--- src/rtl/cpd_pkg.sv ---
package cpd_pkg;
  typedef enum logic [1:0] {
    EV_NONE   = 2'd0,
    EV_INSERT = 2'd1,
    EV_REMOVE = 2'd2
  } cpd_evt_e;

  localparam int unsigned PIN_COUNT = 2;
endpackage

--- src/rtl/cpd_sync.sv ---
module cpd_sync #(
  parameter int unsigned WIDTH  = 2,
  parameter int unsigned STAGES = 2
) (
  input  logic             clk,
  input  logic             rst_n,
  input  logic [WIDTH-1:0] d_in,
  output logic [WIDTH-1:0] q_out
);
  // Pins idle high (no card) out of reset.
  logic [WIDTH-1:0] stage_q [STAGES];

  generate
    for (genvar s = 0; s < STAGES; s++) begin : g_stage
      if (s == 0) begin : g_first
        always_ff @(posedge clk or negedge rst_n) begin
          if (!rst_n) stage_q[s] <= '1;
          else        stage_q[s] <= d_in;
        end
      end else begin : g_next
        always_ff @(posedge clk or negedge rst_n) begin
          if (!rst_n) stage_q[s] <= '1;
          else        stage_q[s] <= stage_q[s-1];
        end
      end
    end
  endgenerate

  assign q_out = stage_q[STAGES-1];
endmodule

--- src/rtl/cpd_filter.sv ---
module cpd_filter #(
  parameter int unsigned STABLE_CYCLES = 4
) (
  input  logic clk,
  input  logic rst_n,
  input  logic enable,
  input  logic sample,
  output logic stable
);
  localparam int unsigned CW = (STABLE_CYCLES > 1) ? $clog2(STABLE_CYCLES) : 1;
  localparam logic [CW-1:0] LAST = CW'(STABLE_CYCLES - 1);

  logic          cand_q;
  logic [CW-1:0] cnt_q;
  logic          stable_q;

  always_ff @(posedge clk or negedge rst_n) begin
    if (!rst_n) begin
      cand_q   <= 1'b0;
      cnt_q    <= '0;
      stable_q <= 1'b0;
    end else if (!enable) begin
      cand_q   <= 1'b0;
      cnt_q    <= '0;
      stable_q <= 1'b0;
    end else if (sample != cand_q) begin
      cand_q <= sample;
      cnt_q  <= '0;
    end else if (cnt_q == LAST) begin
      stable_q <= cand_q;
    end else begin
      cnt_q <= cnt_q + 1'b1;
    end
  end

  assign stable = stable_q;
endmodule

--- src/rtl/cpd_rst_timer.sv ---
module cpd_rst_timer #(
  parameter int unsigned CYCLES = 400
) (
  input  logic clk,
  input  logic rst_n,
  input  logic clear,
  input  logic start,
  output logic busy
);
  localparam int unsigned CW = $clog2(CYCLES + 1);
  localparam logic [CW-1:0] LOAD = CW'(CYCLES);

  logic [CW-1:0] cnt_q;

  always_ff @(posedge clk or negedge rst_n) begin
    if (!rst_n)              cnt_q <= '0;
    else if (clear)          cnt_q <= '0;
    else if (start)          cnt_q <= LOAD;
    else if (cnt_q != '0)    cnt_q <= cnt_q - 1'b1;
  end

  assign busy = (cnt_q != '0);
endmodule

--- src/rtl/card_presence_seq.sv ---
module card_presence_seq #(
  parameter int unsigned SYNC_STAGES   = 2,
  parameter int unsigned STABLE_CYCLES = 4,
  parameter int unsigned CYC_PER_US    = 100,
  parameter int unsigned RST_US        = 200
) (
  input  logic clk,
  input  logic rst_n,
  input  logic cd_a_n,
  input  logic cd_b_n,
  input  logic host_en,
  input  logic sw_rst_req,
  output logic present,
  output logic detect_evt,
  output logic card_rst
);
  import cpd_pkg::*;

  localparam int unsigned RST_CYCLES = CYC_PER_US * RST_US;

  logic [PIN_COUNT-1:0] pins_s;
  logic                 seated_now;
  logic                 seated_stable;
  logic                 present_q;
  logic                 evt_q;
  logic                 pulse_busy;
  cpd_evt_e             evt_kind;

  cpd_sync #(.WIDTH(PIN_COUNT), .STAGES(SYNC_STAGES)) u_sync (
    .clk   (clk),
    .rst_n (rst_n),
    .d_in  ({cd_b_n, cd_a_n}),
    .q_out (pins_s)
  );

  // Seated only when every detect pin reads low.
  assign seated_now = ~|pins_s;

  cpd_filter #(.STABLE_CYCLES(STABLE_CYCLES)) u_filter (
    .clk    (clk),
    .rst_n  (rst_n),
    .enable (host_en),
    .sample (seated_now),
    .stable (seated_stable)
  );

  always_comb begin
    evt_kind = EV_NONE;
    if (host_en && (seated_stable != present_q))
      evt_kind = seated_stable ? EV_INSERT : EV_REMOVE;
  end

  always_ff @(posedge clk or negedge rst_n) begin
    if (!rst_n) begin
      present_q <= 1'b0;
      evt_q     <= 1'b0;
    end else if (!host_en) begin
      present_q <= 1'b0;
      evt_q     <= 1'b0;
    end else begin
      evt_q <= (evt_kind != EV_NONE);
      if (evt_kind != EV_NONE) present_q <= seated_stable;
    end
  end

  cpd_rst_timer #(.CYCLES(RST_CYCLES)) u_timer (
    .clk   (clk),
    .rst_n (rst_n),
    .clear (!host_en || (evt_kind == EV_REMOVE)),
    .start (evt_kind == EV_INSERT),
    .busy  (pulse_busy)
  );

  assign present    = present_q;
  assign detect_evt = evt_q;
  assign card_rst   = host_en & (pulse_busy | sw_rst_req);
endmodule

--- config.mk ---
export PLATFORM = sky130hd
export DESIGN_NAME = card_presence_seq
export DESIGN_NICKNAME = d
export VERILOG_FILES = /design/src/rtl/cpd_pkg.sv /design/src/rtl/cpd_sync.sv /design/src/rtl/cpd_filter.sv /design/src/rtl/cpd_rst_timer.sv /design/src/rtl/card_presence_seq.sv
export SDC_FILE = /design/constraint.sdc
export NUM_CORES = 1
export LEC_CHECK = 0
export BUFFER_PORTS_ARGS = -buffer_cell sky130_fd_sc_hd__buf_4
export CAP_MARGIN = 10
export CORE_MARGIN = 4
export CORE_UTILIZATION = 55
export DETAILED_ROUTE_END_ITERATION = 7
export PLACE_DENSITY = 0.74
export SYNTH_ARGS = -nofsm -noshare
export SYNTH_HDL_FRONTEND = slang
export SYNTH_SLANG_ARGS = --single-unit
--- constraint.sdc ---
create_clock -name clk -period 1.9 [get_ports clk]
set_input_delay 0 -clock clk [delete_from_list [all_inputs] [get_ports clk]]
set_output_delay 0 -clock clk [all_outputs]
set_load 0.01 [all_outputs]
Word-level counts from Yosys, hierarchy flattened
Cells that the tools add are included.
{"block": "word_totals", "register_bits": 25, "out_inout_bits": 3, "wordCells": 47}
{"block": "classes", "add_sub_neg": 2, "eq_ne": 10, "muxes": 16, "bitwise": 2, "reduce_logical": 9}
{"cell": "15-bit 2-to-1 mux", "n": 3}
{"cell": "15-bit nonzero test", "n": 1}
{"cell": "15-bit by 1-bit subtractor with 15-bit output, second input constant", "n": 1}
{"cell": "2-bit 2-to-1 mux", "n": 5}
{"cell": "1-bit 2-to-1 mux", "n": 8}
{"cell": "2-bit by 1-bit inequality test with 1-bit output, second input constant", "n": 3}
{"cell": "2-bit equality test, second input constant", "n": 2}
{"cell": "3-bit by 2-bit inequality test with 1-bit output, second input constant", "n": 1}
{"cell": "3-bit nonzero test", "n": 1}
{"cell": "2-bit by 1-bit adder with 2-bit output, second input constant", "n": 1}
{"cell": "2-bit by 1-bit equality test with 1-bit output, second input constant", "n": 1}
{"cell": "1-bit logical NOT", "n": 2}
{"cell": "1-bit inequality test", "n": 2}
{"cell": "2-bit inequality test, second input constant", "n": 1}
{"cell": "2-bit AND reduction", "n": 1}
{"cell": "2-bit nonzero test", "n": 1}
{"cell": "2-bit OR reduction", "n": 1}
{"cell": "1-bit bitwise AND", "n": 1}
{"cell": "1-bit logical AND", "n": 1}
{"cell": "1-bit logical OR", "n": 1}
{"cell": "1-bit OR", "n": 1}

Longest topological paths before layout
{"block": "logic_depth", "word_depth": 6, "mapped_depth": 7, "depth_no_buf": 6}

Hierarchy
A second synthesis with hierarchy kept.
{"block": "hier_totals", "hier_cells": 119, "area_unflattened_um2": 1271.2}
{"module": "cpd_rst_timer", "n_inst": 1, "cells_per_inst": 86, "area_each_um2": 838.3}
{"module": "cpd_filter", "n_inst": 1, "cells_per_inst": 17, "area_each_um2": 212.7}
{"module": "cpd_sync", "n_inst": 1, "cells_per_inst": 6, "area_each_um2": 120.1}
{"module": "card_presence_seq", "n_inst": 1, "cells_per_inst": 10, "area_each_um2": 100.1}

Worst setup path after synthesis
OpenSTA, ideal clock, no wires.
{"block": "synth_timing", "kind": "register -> register", "from": "register u_timer.cnt_q[0]", "to": "register u_timer.cnt_q[4]", "arrival_ns": 1.591, "t_required_ns": 1.821, "path_slack_ns": 0.231, "stages_incl_launch_ff": 8, "n_path_buf": 1, "path_cell_list": "dfrtp_1 inv_1 ha_1 nor2b_1 and4_1 buf_2 or4_1 a21oi_1"}
{"block": "synth_between", "elab_chain_len": 4, "elab_cells_between_ends": 6, "cone_classes": "1 x add/sub; 3 x mux; 2 x reduce/logical"}
{"item": "start: declaration", "line": "cpd_rst_timer.sv:13", "rtl": "logic [CW-1:0] cnt_q;"}
{"item": "start signal: assignment", "line": "cpd_rst_timer.sv:19", "rtl": "else if (cnt_q != '0) cnt_q <= cnt_q - 1'b1;"}
{"item": "15-bit by 1-bit subtractor with 15-bit output", "line": "cpd_rst_timer.sv:19"}
{"item": "15-bit 2-to-1 mux", "line": "cpd_rst_timer.sv:19"}
{"item": "15-bit 2-to-1 mux", "line": "cpd_rst_timer.sv:18", "rtl": "else if (start) cnt_q <= LOAD;"}
{"item": "15-bit 2-to-1 mux", "line": "cpd_rst_timer.sv:17", "rtl": "else if (clear) cnt_q <= '0;"}
Several ways; a longest one is shown, not always the timed one. The select of a mux whose other input is x is not followed.
A chain may end at the register's enable or synchronous reset.

Worst setup path in the final report
{"block": "layout_timing", "from": "register u_timer.cnt_q[5]", "to": "output port card_rst"}
{"block": "layout_between", "elab_chain_len": 3}
{"item": "15-bit nonzero test", "line": "cpd_rst_timer.sv:22", "rtl": "assign busy = (cnt_q != '0);"}
{"item": "1-bit OR", "line": "card_presence_seq.sv:76", "rtl": "assign card_rst = host_en & (pulse_busy | sw_rst_req);"}
{"item": "1-bit bitwise AND", "line": "card_presence_seq.sv:76"}
{"item": "end: declaration", "line": "card_presence_seq.sv:15", "rtl": "output logic card_rst"}
Every way passes these cells.

==> results.json <==
{
  "required_ns": 1.90,
  "clock-sinks": 25,
  "grt_pass1_vias": 919,
  "wl_met2_microns": 1140,
  "finalWirelength_microns": 2270,
  "top_layer_used": "met4",
  "detail-route-antenna-nets": 0,
  "gp_congestion": 0.807,
  "status": "finished, final reports clean",
  "end_kind": "output port",
  "ir_worst_vdd_uv": 1010,
  "relSlewSlack_pct": 62.7,
  "clock_latency_ns": 0.33,
  "cap_violations": 0,
  "startpoint_type": "flip-flop",
  "cp_max_fo": 8,
  "cts.path.max_buffers": 2,
  "cts-root-buf": "clkbuf_4",
  "min_period_over_period_pct": 93.3,
  "fin_nets": 142,
  "cts_tree": "built",
  "routed-wl-met3_microns": 99,
  "cp.arrival_ns": 1.77,
  "gr-usage-all-layers_pct": 19.0,
  "min_period_ns": 1.77,
  "slew_violations": 0,
  "vias": 874,
  "r2r-end": "u_timer.cnt_q[4]$_DFFE_PN0P_",
  "power.density_nw_per_um2": 1580,
  "core_sq_um": 1980,
  "antenna_cells": 0,
  "r2r_cells": 6,
  "syn_avg_cell_area_sq_um": 10.3,
  "drt-met1-wl_microns": 1010,
  "vias_per_cell": 5.46,
  "crit_type": "flip-flop to output port",
  "clk_pin_slew_ns": 0.15,
  "drtPass1Iterations": 4,
  "synth_nets": 122,
  "io_pins": 9,
  "grt_max_degree": 26,
  "synth_cell_types": 33,
  "post-route-drc-count": 0,
  "p_leak_uw": 0.000633,
  "tightest_slew_ns": 0.556,
  "rows": 16,
  "fin_setup_tns_ns": 0,
  "placed_area_sq_um": 1290,
  "cts-htree-levels": 1,
  "fin_area_sq_um": 1380,
  "dp_hpwl_microns": 1650,
  "post_drt_wl_per_cell_microns": 14.2,
  "grt_overflow": 0,
  "grt_pass1_wl_microns": 3950,
  "drive_gt1_share_pct": 19.5,
  "area_delta_synth_final_pct": 17.6,
  "die_h_microns": 54.1,
  "ff2ff_setup_slack_ns": 0.17,
  "synth_cells": 114,
  "initial_core_util_pct": 59.0,
  "setup_viol": 0,
  "yosysWarnings": 0,
  "portBuffers": 8,
  "ys_ff_latch": 25,
  "dieWidth_microns": 54.1,
  "fmax_mhz": 564,
  "dieArea_sq_um": 2930,
  "antenna_found_initial": 0,
  "ys_seq_area_share_pct": 53.9,
  "clock_skew_ns": 0.0127,
  "r2r-start": "u_timer.cnt_q[0]$_DFFE_PN0P_",
  "cts_buffers": 3,
  "syn_area_sq_um": 1170,
  "hold_viol": 0,
  "min_path_type": "input port to async pin",
  "cts_setup_buffers": 0,
  "drt_iter0_drc": 18
}
==> through the flow <==
step | instances | utilization, % | setup slack, ns | hold slack, ns | total power [uW]
global placement | 152 | 65.0 | 0.280 | -0.0892 | 1790
floorplan | 114 | - | 0.231 | -0.296 | 1530
detailed placement | 152 | 65.0 | 0.197 | -0.0791 | 1860
finish | 160 | 69.4 | 0.127 | 0.0895 | 2170
CTS | 160 | 68.9 | 0.0374 | 0.0915 | 2130
global route | 160 | 69.4 | -0.00636 | 0.104 | 2340
==> worst max path at each step <==
stage / startpoint / to / slack, ns / cells after the start
after floorplan: u_timer.cnt_q[0]$_DFFE_PN0P_ / u_timer.cnt_q[4]$_DFFE_PN0P_ / 0.23 / 7
after global placement: u_timer.cnt_q[9]$_DFFE_PN0P_ / u_timer.cnt_q[10]$_DFFE_PN0P_ / 0.28 / 4
after detailed placement: u_timer.cnt_q[9]$_DFFE_PN0P_ / u_timer.cnt_q[9]$_DFFE_PN0P_ / 0.20 / 4
after CTS: u_timer.cnt_q[3]$_DFFE_PN0P_ / card_rst / 0.04 / 5
after global routing: u_timer.cnt_q[7]$_DFFE_PN0P_ / card_rst / -0.006 / 5
final: u_timer.cnt_q[5]$_DFFE_PN0P_ / card_rst / 0.13 / 5
==> logic make-up after synthesis <==
family                   count (synthesis)  synth area share, %
buffers and inverters                    6                 2.03
XOR/XNOR                                10                 7.49
flip-flops                              25                 53.9
AND/OR/NAND/NOR                         53                 25.3
AO/OA/AOI/OAI                           17                 8.24
adder cells (fa/ha/maj)                  2                 2.14
multiplexers                             1                0.856
==> cell usage after synthesis <==
cell | count | area (sq um)
o31ai_1 | 1 | 7.51
a21o_1 | 1 | 7.51
o21ai_0 | 4 | 20.0
dfrtp_1 | 21 | 526
and2_1 | 2 | 12.5
dfstp_2 | 4 | 105
and4_1 | 1 | 8.76
inv_1 | 5 | 18.8
nor4_4 | 1 | 21.3
nand2_2 | 1 | 6.26
a211oi_1 | 1 | 7.51
nand4_2 | 1 | 12.5
o21ai_1 | 3 | 15.0
ha_1 | 2 | 25.0
mux2i_1 | 1 | 10.0
or4_1 | 1 | 7.51
nor2b_1 | 2 | 12.5
a31o_1 | 1 | 8.76
nand3_1 | 4 | 20.0
nor2_1 | 17 | 63.8
nand3b_1 | 1 | 7.51
or3_1 | 2 | 12.5
a21oi_1 | 6 | 30.0
nand4_1 | 3 | 18.8
nor3_1 | 4 | 20.0
buf_2 | 1 | 5.00
nand2_1 | 6 | 22.5
xnor2_1 | 2 | 17.5
xor2_1 | 8 | 70.1
nor3_2 | 1 | 10.0
nor4_1 | 3 | 18.8
nand2b_1 | 2 | 12.5
nand4b_1 | 1 | 8.76
==> worst max-delay path, cell delays in order, from the launching register on <==
cell and delay (ns):
dfrtp_1 0.47, nor4_4 0.45, nand4_4 0.22, nor2_1 0.13, nor2_1 0.05, buf_4 0.14
==> area by class of cell <==
cell class,instances,area (sq um)
clock buffer,3,22.5
clock inverter,1,7.51
fill,148,606
inverter,5,18.8
multi-input combinational,83,533
sequential,25,631
tap,27,33.8
timing repair buffer,16,130
==> what timing repair did <==
| action | in CTS | in global routing |
|---|---|---|
| hold buffers | 4 | 0 |
| gates resized for setup | 1 | 2 |
| pin swaps | 0 | 1 |
| setup endpoints to repair | 1 | 1 |
| hold endpoints to repair | 33 | 0 |
==> metal layers <==
| metal | up-vias | global-route usage, % |
|---|---|---|
| met4 | 0 | 6.22 |
| met3 | 2 | 5.26 |
| met1 | 417 | 23.7 |
| li1 | 434 | - |
| met5 | - | 0 |
| met2 | 21 | 31.7 |
==> state kept, by name, indices dropped and copies added, names as in the netlist <==
name	cells
u_sync.stage_q	2
u_filter.stable	1
present	1
u_timer.cnt_q	15
u_sync.q_out	2
u_filter.cnt_q	2
detect_evt	1
u_filter.cand_q	1
==> report_power, final <==
group / leakage, uW / switching, uW / internal [uW] / total (uW)
Clock: 0.0000139 / 169 / 80.6 / 249
Sequential: 0.000324 / 170 / 669 / 839
Combinational: 0.000294 / 599 / 482 / 1080
Total: 0.000633 / 938 / 1230 / 2170
==> layout by cell type, fill, tap and decap left out <==
cell,count
xor2_1,8
nand2_1,6
nand2_2,1
clkinvlp_4,1
nor3_2,1
nor4_1,2
nor2b_1,1
nand4b_1,1
a21oi_1,6
dlygate4sd3_1,4
a21o_1,1
inv_1,5
clkbuf_4,3
nand3_1,4
and2_1,2
buf_4,12
nor4_2,1
mux2i_1,1
nor4_4,1
o21ai_1,3
nand4_1,3
o31ai_1,1
nor2b_2,1
nand2b_1,2
and4_1,1
or4_1,1
xnor2_1,2
ha_1,2
nor2_1,17
nand4_4,1
a211oi_1,1
nand3b_1,1
nor3_1,4
or3_1,2
dfstp_2,4
o21ai_0,4
a31o_1,1
dfrtp_1,21
Power figures use the tool's default switching activity.
